**config.mk**
```make
export PLATFORM = sky130hd
export DESIGN_NAME = errlog_pair
export DESIGN_NICKNAME = d
export VERILOG_FILES = /design/src/rtl/errlog_pkg.sv /design/src/rtl/errlog_bank.sv /design/src/rtl/errlog_route.sv /design/src/rtl/errlog_ptr.sv /design/src/rtl/errlog_pair.sv
export SDC_FILE = /design/constraint.sdc
export NUM_CORES = 1
export LEC_CHECK = 0
export CAP_MARGIN = 5
export CELL_PAD_IN_SITES_DETAIL_PLACEMENT = 1
export CELL_PAD_IN_SITES_GLOBAL_PLACEMENT = 2
export CORE_ASPECT_RATIO = 1.25
export CORE_MARGIN = 4
export CORE_UTILIZATION = 25
export CTS_CLUSTER_SIZE = 14
export DETAILED_ROUTE_END_ITERATION = 8
export GPL_TIMING_DRIVEN = 0
export PLACE_DENSITY = 0.87
export SLEW_MARGIN = 25
export SYNTH_ARGS = -nofsm -noshare
export SYNTH_HDL_FRONTEND = slang
export SYNTH_SLANG_ARGS = --single-unit
```
**constraint.sdc**
```tcl
create_clock -name clk -period 2.8 [get_ports clk]
set_clock_uncertainty 0.15 [all_clocks]
set_input_delay 0.42 -clock clk [delete_from_list [all_inputs] [get_ports clk]]
set_output_delay 0.42 -clock clk [all_outputs]
set_load 0.01 [all_outputs]
```
**src/rtl/errlog_pkg.sv**
```systemverilog
package errlog_pkg;

  // Which of the two log registers a clear write is aimed at.
  typedef enum logic {
    LOG_FIRST = 1'b0,
    LOG_NEXT  = 1'b1
  } log_sel_e;

  // True when a clear strobe targets the bank identified by 'me'.
  function automatic logic clr_hits_bank(input logic wr, input log_sel_e tgt,
                                         input log_sel_e me);
    return wr && (tgt == me);
  endfunction

endpackage

```
**src/rtl/errlog_bank.sv**
```systemverilog
module errlog_bank #(
  parameter int W = 14,
  parameter errlog_pkg::log_sel_e SEL = errlog_pkg::LOG_FIRST
) (
  input  logic                  clk,
  input  logic                  rst_n,
  input  logic [W-1:0]          set_v,
  input  logic                  clr_wr,
  input  errlog_pkg::log_sel_e  clr_tgt,
  input  logic [W-1:0]          clr_bits,
  output logic [W-1:0]          q,
  output logic [W-1:0]          d
);
  import errlog_pkg::*;

  logic [W-1:0] clr_eff;

  assign clr_eff = clr_hits_bank(clr_wr, clr_tgt, SEL) ? clr_bits : '0;
  // New events win over a clear in the same cycle.
  assign d = (q & ~clr_eff) | set_v;

  always_ff @(posedge clk) begin
    if (!rst_n) q <= '0;
    else        q <= d;
  end
endmodule

```
**src/rtl/errlog_route.sv**
```systemverilog
module errlog_route #(
  parameter int W = 14
) (
  input  logic [W-1:0] first_q,
  input  logic [W-1:0] err_vec,
  output logic         first_empty,
  output logic [W-1:0] set_first,
  output logic [W-1:0] set_next
);
  assign first_empty = (first_q == '0);
  assign set_first   = first_empty ? err_vec : '0;
  assign set_next    = first_empty ? '0 : err_vec;
endmodule

```
**src/rtl/errlog_ptr.sv**
```systemverilog
module errlog_ptr #(
  parameter int W     = 14,
  parameter int IDX_W = 4
) (
  input  logic             clk,
  input  logic             rst_n,
  input  logic [W-1:0]     qual,
  input  logic [W-1:0]     first_d,
  input  logic [W-1:0]     next_d,
  output logic [IDX_W-1:0] ptr,
  output logic             vld,
  output logic             cap_ev,
  output logic             rearm_ev
);
  // Returns {found, index of the lowest set bit}.
  function automatic logic [IDX_W:0] lowest_set(input logic [W-1:0] v);
    logic [IDX_W:0] r;
    r = '0;
    for (int i = 0; i < W; i++) begin
      if (v[i] && !r[IDX_W]) r = {1'b1, IDX_W'(i)};
    end
    return r;
  endfunction

  logic [IDX_W:0] pick;

  assign pick     = lowest_set(qual);
  assign rearm_ev = vld && !first_d[ptr] && !next_d[ptr];
  assign cap_ev   = !vld && pick[IDX_W];

  always_ff @(posedge clk) begin
    if (!rst_n) begin
      vld <= 1'b0;
      ptr <= '0;
    end else if (rearm_ev) begin
      vld <= 1'b0;
    end else if (cap_ev) begin
      vld <= 1'b1;
      ptr <= pick[IDX_W-1:0];
    end
  end
endmodule

```
**src/rtl/errlog_pair.sv**
```systemverilog
module errlog_pair #(
  parameter  int N_RCV = 4,
  parameter  int N_INT = 6,
  parameter  int N_DEV = 4,
  localparam int W     = N_RCV + N_INT + N_DEV,
  localparam int IDX_W = $clog2(W)
) (
  input  logic             clk,
  input  logic             rst_n,
  input  logic [N_RCV-1:0] rcv_err,
  input  logic [N_INT-1:0] int_err,
  input  logic [N_DEV-1:0] dev_err,
  input  logic [W-1:0]     unc_sel,
  input  logic [W-1:0]     unc_en,
  input  logic [W-1:0]     cor_mask,
  input  logic             clr_wr,
  input  logic             clr_tgt,
  input  logic [W-1:0]     clr_bits,
  output logic [W-1:0]     first_log,
  output logic [W-1:0]     next_log,
  output logic [IDX_W-1:0] unc_ptr,
  output logic             unc_ptr_vld,
  output logic [IDX_W-1:0] cor_ptr,
  output logic             cor_ptr_vld,
  output logic             any_err
);
  import errlog_pkg::*;

  // Named internal events, visible to the bound checker.
  logic [W-1:0] err_vec;
  logic         first_empty;
  logic [W-1:0] set_first, set_next;
  logic [W-1:0] first_d, next_d;
  logic [W-1:0] unc_qual, cor_qual;
  logic         unc_cap_ev, unc_rearm_ev, cor_cap_ev, cor_rearm_ev;
  log_sel_e     tgt;

  assign err_vec  = {dev_err, int_err, rcv_err};
  assign tgt      = log_sel_e'(clr_tgt);
  assign unc_qual = err_vec &  unc_sel &  unc_en;
  assign cor_qual = err_vec & ~unc_sel & ~cor_mask;

  errlog_route #(.W(W)) u_route (
    .first_q    (first_log),
    .err_vec    (err_vec),
    .first_empty(first_empty),
    .set_first  (set_first),
    .set_next   (set_next)
  );

  errlog_bank #(.W(W), .SEL(LOG_FIRST)) u_first (
    .clk(clk), .rst_n(rst_n), .set_v(set_first), .clr_wr(clr_wr),
    .clr_tgt(tgt), .clr_bits(clr_bits), .q(first_log), .d(first_d)
  );

  errlog_bank #(.W(W), .SEL(LOG_NEXT)) u_next (
    .clk(clk), .rst_n(rst_n), .set_v(set_next), .clr_wr(clr_wr),
    .clr_tgt(tgt), .clr_bits(clr_bits), .q(next_log), .d(next_d)
  );

  errlog_ptr #(.W(W), .IDX_W(IDX_W)) u_unc_ptr (
    .clk(clk), .rst_n(rst_n), .qual(unc_qual), .first_d(first_d), .next_d(next_d),
    .ptr(unc_ptr), .vld(unc_ptr_vld), .cap_ev(unc_cap_ev), .rearm_ev(unc_rearm_ev)
  );

  errlog_ptr #(.W(W), .IDX_W(IDX_W)) u_cor_ptr (
    .clk(clk), .rst_n(rst_n), .qual(cor_qual), .first_d(first_d), .next_d(next_d),
    .ptr(cor_ptr), .vld(cor_ptr_vld), .cap_ev(cor_cap_ev), .rearm_ev(cor_rearm_ev)
  );

  assign any_err = (|first_log) | (|next_log);
endmodule

```
==> parameters.txt <==
Parameter                              Value

CTS
  Clock Sinks    38
  Clock latency of the later-clocked register in the worst-skew pair    280 ps
  Buffers from clock root to sink, at most    2
  Number of buffers inserted during clock tree synthesis    5
  Post-CTS Repair Setup Buffers    0
  Reg clk slew, reported paths    60 ps
  CTS tree    built
  Hold-fix buffers, CTS    0
  H-tree depth    2
  Root buffer cell    sky130_fd_sc_hd__clkbuf_16

Worst hold path
  Instance count along the most critical hold path    1
  Min-Delay Startpoint    u_cor_ptr.vld
  Endpoint of the worst hold-timing path    u_cor_ptr.vld
  Classification of the worst-slack hold path    register to register

Final layout
  Filler cell count in the final layout    1255
  Ant diodes    0
  Share of post-route cells with drive strength above 1    under 10%
  Number of nets in the layout    ~550
  Layout area overhead    56.6%

Yosys
  Number of nets in the synthesized netlist    approximately 430
  Library cells used by synthesis    between 60 and 70
  Yosys synthesis warning count    0
  Number of flops mapped to enable cells by yosys    0
  Yosys reg bits    38
  Cell types with the largest area share after synthesis    sky130_fd_sc_hd__dfxtp_1 (29%), sky130_fd_sc_hd__a22oi_1 (8.2%), sky130_fd_sc_hd__nor2_1 (7.6%)
  Synthesized instance count    approximately 350
  Largest area contributor in the synthesized netlist    sky130_fd_sc_hd__dfxtp_1
  Mapped cell area    2660 um^2
  Register area share after synthesis    between 20% and 30%
  Portion of synthesized cell area occupied by the leading cell type    about 29%
  Post-synthesis async set-or-reset flop share    0%
  Commonest register cell after synthesis    sky130_fd_sc_hd__dfxtp_1
  Mean Syn Cell Area    approximately 7.5 um^2

Pwr
  Sw power    ~1.8 mW
  Peak supply drop    about 0.44 mV
  Power density over the cells    1000 nW/um^2
  Internal power contribution    2.39 mW
  Sequential fraction of design power    about 27%
  Logic pwr share    roughly 57%
  Static Leakage    approximately 1.5 nW
  Switching Share    roughly 43%
  Clock network fraction of design power    15.2%

Worst setup path
  Maximum net fanout on the critical path    10
  Slowest CP cell    sky130_fd_sc_hd__clkdlybuf4s50_1
  Worst R2R Path Depth    5
  Buffer and inverter count on the worst path    2
  Worst setup path category    register to primary output
  Critical Path, Cell by Cell    nor4_4 -> and4_4 -> clkbuf_8 -> nand4_1 -> clkdlybuf4s50_1
  Longest individual stage delay on the worst path    510 ps
  Cell family with most CP delay    simple AND/OR/NAND/NOR gates
  Critical R2R Capture    u_next.q[6]
  Req. time, crit path    2230 ps
  Data arrival at the endpoint of the critical path    2150 ps
  Crit path launch type    register
  Startpoint of the most critical register-to-register path    u_first.q[5]
  CP Capture Type    primary output
  Register-to-register path setup slack    between 500 and 600 ps

Routing
  Number of vias per cell    ~5.6
  First drt pass iteration count    4
  Average wire per cell in the routed design    just over 20 um
  M1 WL    around 5300 um
  Detailed router's first-iteration violation count    between 100 and 150
  DRC violations left    0
  Top sig layer    met4
  Aggregate routed wire length    12400 um
  Number of nets with antenna violations after detailed routing    0
  Detailed-routed wire length on met3    815 um
  Via total after detailed routing    between 3000 and 4000
  Length of routed met2 wiring    ~6100 um

Timing
  Final period util    a little over nine tenths
  Slew at the pin closest to its max-slew limit    652 ps
  Hold_ws    404 ps
  Number of pins exceeding their max-slew limit in the final report    0
  Shortest period the worst path allows    2720 ps
  Worst slew margin relative to its limit    a little under three fifths
  Number of failing hold endpoints at the final stage    0
  Final Setup Violations    0
  Max Fclk    368 MHz
  Worst Setup Slack, final    ~83 ps
  Setup repair after global routing missed its margin    false

Floorplan
  Initial cell density of the core    ~26%
  Die width    100 um
  Die outline area    about 12000 um^2
  Count of boundary I/O pins    roughly 110
  Std-Cell Core Area    a little over 10000 um^2
  Floorplan row count    between 40 and 50
  DIE HEIGHT    123 um

Global route
  Initial antenna violation count    0
  Leftover overflow at the end of global routing    0
  Global Route Usage Sum    about a fifth
  Number of global-route vias before repair    between 3000 and 4000
  Wire length of the first global-routing pass    19500 um
  Maximum number of pins on one net before global-route repair    12

Status
  Result of the run    finished, final reports clean

Placement
  HPWL after DPL    between 9000 and 10000 um
  Setup slack at placement    -308 ps
  Port-buffer cells    about 110
  RePlAce Congestion    0.833

Flow run
  Max-cap violations    0
==> flip-flops by register name, indices dropped and copies added, names as in the netlist <==
signal and cells:
u_first.q 14, u_next.q 14, u_cor_ptr.vld 1, u_unc_ptr.vld 1, u_unc_ptr.ptr 4, u_cor_ptr.ptr 4
==> cell type report <==
type | instances | area (um^2) | area share (%)
sequential | 38 | 761 | 18.3
multi-input combinational | 288 | 1830 | 44.0
clock buffer | 8 | 166 | 4.00
timing repair buffer | 112 | 1120 | 26.9
buffer | 14 | 73.8 | 1.77
tap | 129 | 161 | 3.88
inverter | 12 | 45.0 | 1.08
==> power by group through the flow <==
stage          clock network [mW]  registers, mW  logic [mW]
6_report                    0.634           1.14        2.39
5_1_grt                     0.660           1.19        2.60
4_1_cts                     0.640           1.11        2.36
3_5_place_dp                    0           1.11        2.25
3_3_place_gp                    0           1.11        2.21
2_1_floorplan                   0           1.10        1.15
==> placed cells by master (no fill, tap or decap), types with 4 or more instances in the layout <==
| cell type | n |
|---|---|
| sky130_fd_sc_hd__mux2i_1 | 6 |
| sky130_fd_sc_hd__a22oi_1 | 29 |
| sky130_fd_sc_hd__dfxtp_1 | 38 |
| sky130_fd_sc_hd__inv_1 | 11 |
| sky130_fd_sc_hd__nand2_1 | 45 |
| sky130_fd_sc_hd__clkbuf_1 | 9 |
| sky130_fd_sc_hd__nor2_1 | 54 |
| sky130_fd_sc_hd__clkdlybuf4s50_1 | 112 |
| sky130_fd_sc_hd__nor3_1 | 8 |
| sky130_fd_sc_hd__nand3b_1 | 6 |
| sky130_fd_sc_hd__nand2b_1 | 9 |
| sky130_fd_sc_hd__clkbuf_16 | 5 |
| sky130_fd_sc_hd__and3_1 | 6 |
| sky130_fd_sc_hd__o21ai_0 | 7 |
| sky130_fd_sc_hd__nand4b_1 | 5 |
| sky130_fd_sc_hd__clkbuf_8 | 4 |
| sky130_fd_sc_hd__nand3_1 | 14 |
| sky130_fd_sc_hd__a31oi_1 | 8 |
| sky130_fd_sc_hd__a221oi_1 | 4 |
| sky130_fd_sc_hd__nor3b_1 | 9 |
==> timing repair <==
item,in CTS,in global routing
resized for setup,7,5
endpoints found under the setup margin,1,3
gates cloned,0,0
==> metal layers <==
layer	track usage [%]	vias up
met5	0	-
met4	5.90	0
met3	2.65	13
met2	36.2	121
met1	25.1	1633
li1	-	1574
==> cells by family (layout without fill, tap and decap cells) <==
family	Yosys count	in the layout	synth area share, %
multiplexers	7	7	2.68
AND/OR/NAND/NOR	188	188	37.1
buffers and inverters	27	146	4.24
AO/OA/AOI/OAI	93	93	27.4
flip-flops	38	38	28.6
==> worst max path at each step <==
stage | start | to | slack [ps] | depth (start not counted)
2_1_floorplan | u_first.q[12] | any_err | 720 | 5
3_3_place_gp | u_first.q[12] | any_err | -340 | 6
3_5_place_dp | u_first.q[13] | any_err | -310 | 6
4_1_cts | u_first.q[12] | any_err | 20 | 5
5_1_grt | clr_wr | u_unc_ptr.vld | 10 | 8
6_report | u_first.q[5] | any_err | 80 | 5
==> worst register-to-register path, cell delays in order (launching register included) <==
cell	delay [ps]
sky130_fd_sc_hd__dfxtp_1	360
sky130_fd_sc_hd__nor4_4	370
sky130_fd_sc_hd__nand4_1	420
sky130_fd_sc_hd__clkbuf_1	430
sky130_fd_sc_hd__a22oi_1	280
sky130_fd_sc_hd__nor2_1	60
==> cells in the mapped netlist (all sizes together) (5+ instances only) <==
cell,number
nor2,54
nand2,45
dfxtp,38
a22oi,29
nand3,14
clkbuf,11
inv,11
a31oi,9
nand2b,9
nor3b,9
o21ai,9
nor3,8
nor4,7
and3,6
mux2i,6
nand3b,6
nand4b,5
or3b,5
==> stage by stage <==
step | total power, mW | cell area, um^2 | setup TNS, ps | instances | utilization, %
global placement | 3.32 | 3940 | -404 | 594 | 38.4
detailed placement | 3.36 | 3940 | -382 | 594 | 38.4
floorplan | 2.26 | 2660 | 0 | 353 | -
finish | 4.17 | 4160 | 0 | 601 | 40.6
global route | 4.45 | 4160 | 0 | 601 | 40.6
CTS | 4.11 | 4130 | 0 | 601 | 40.2
(Power assumes the default switching activity.)
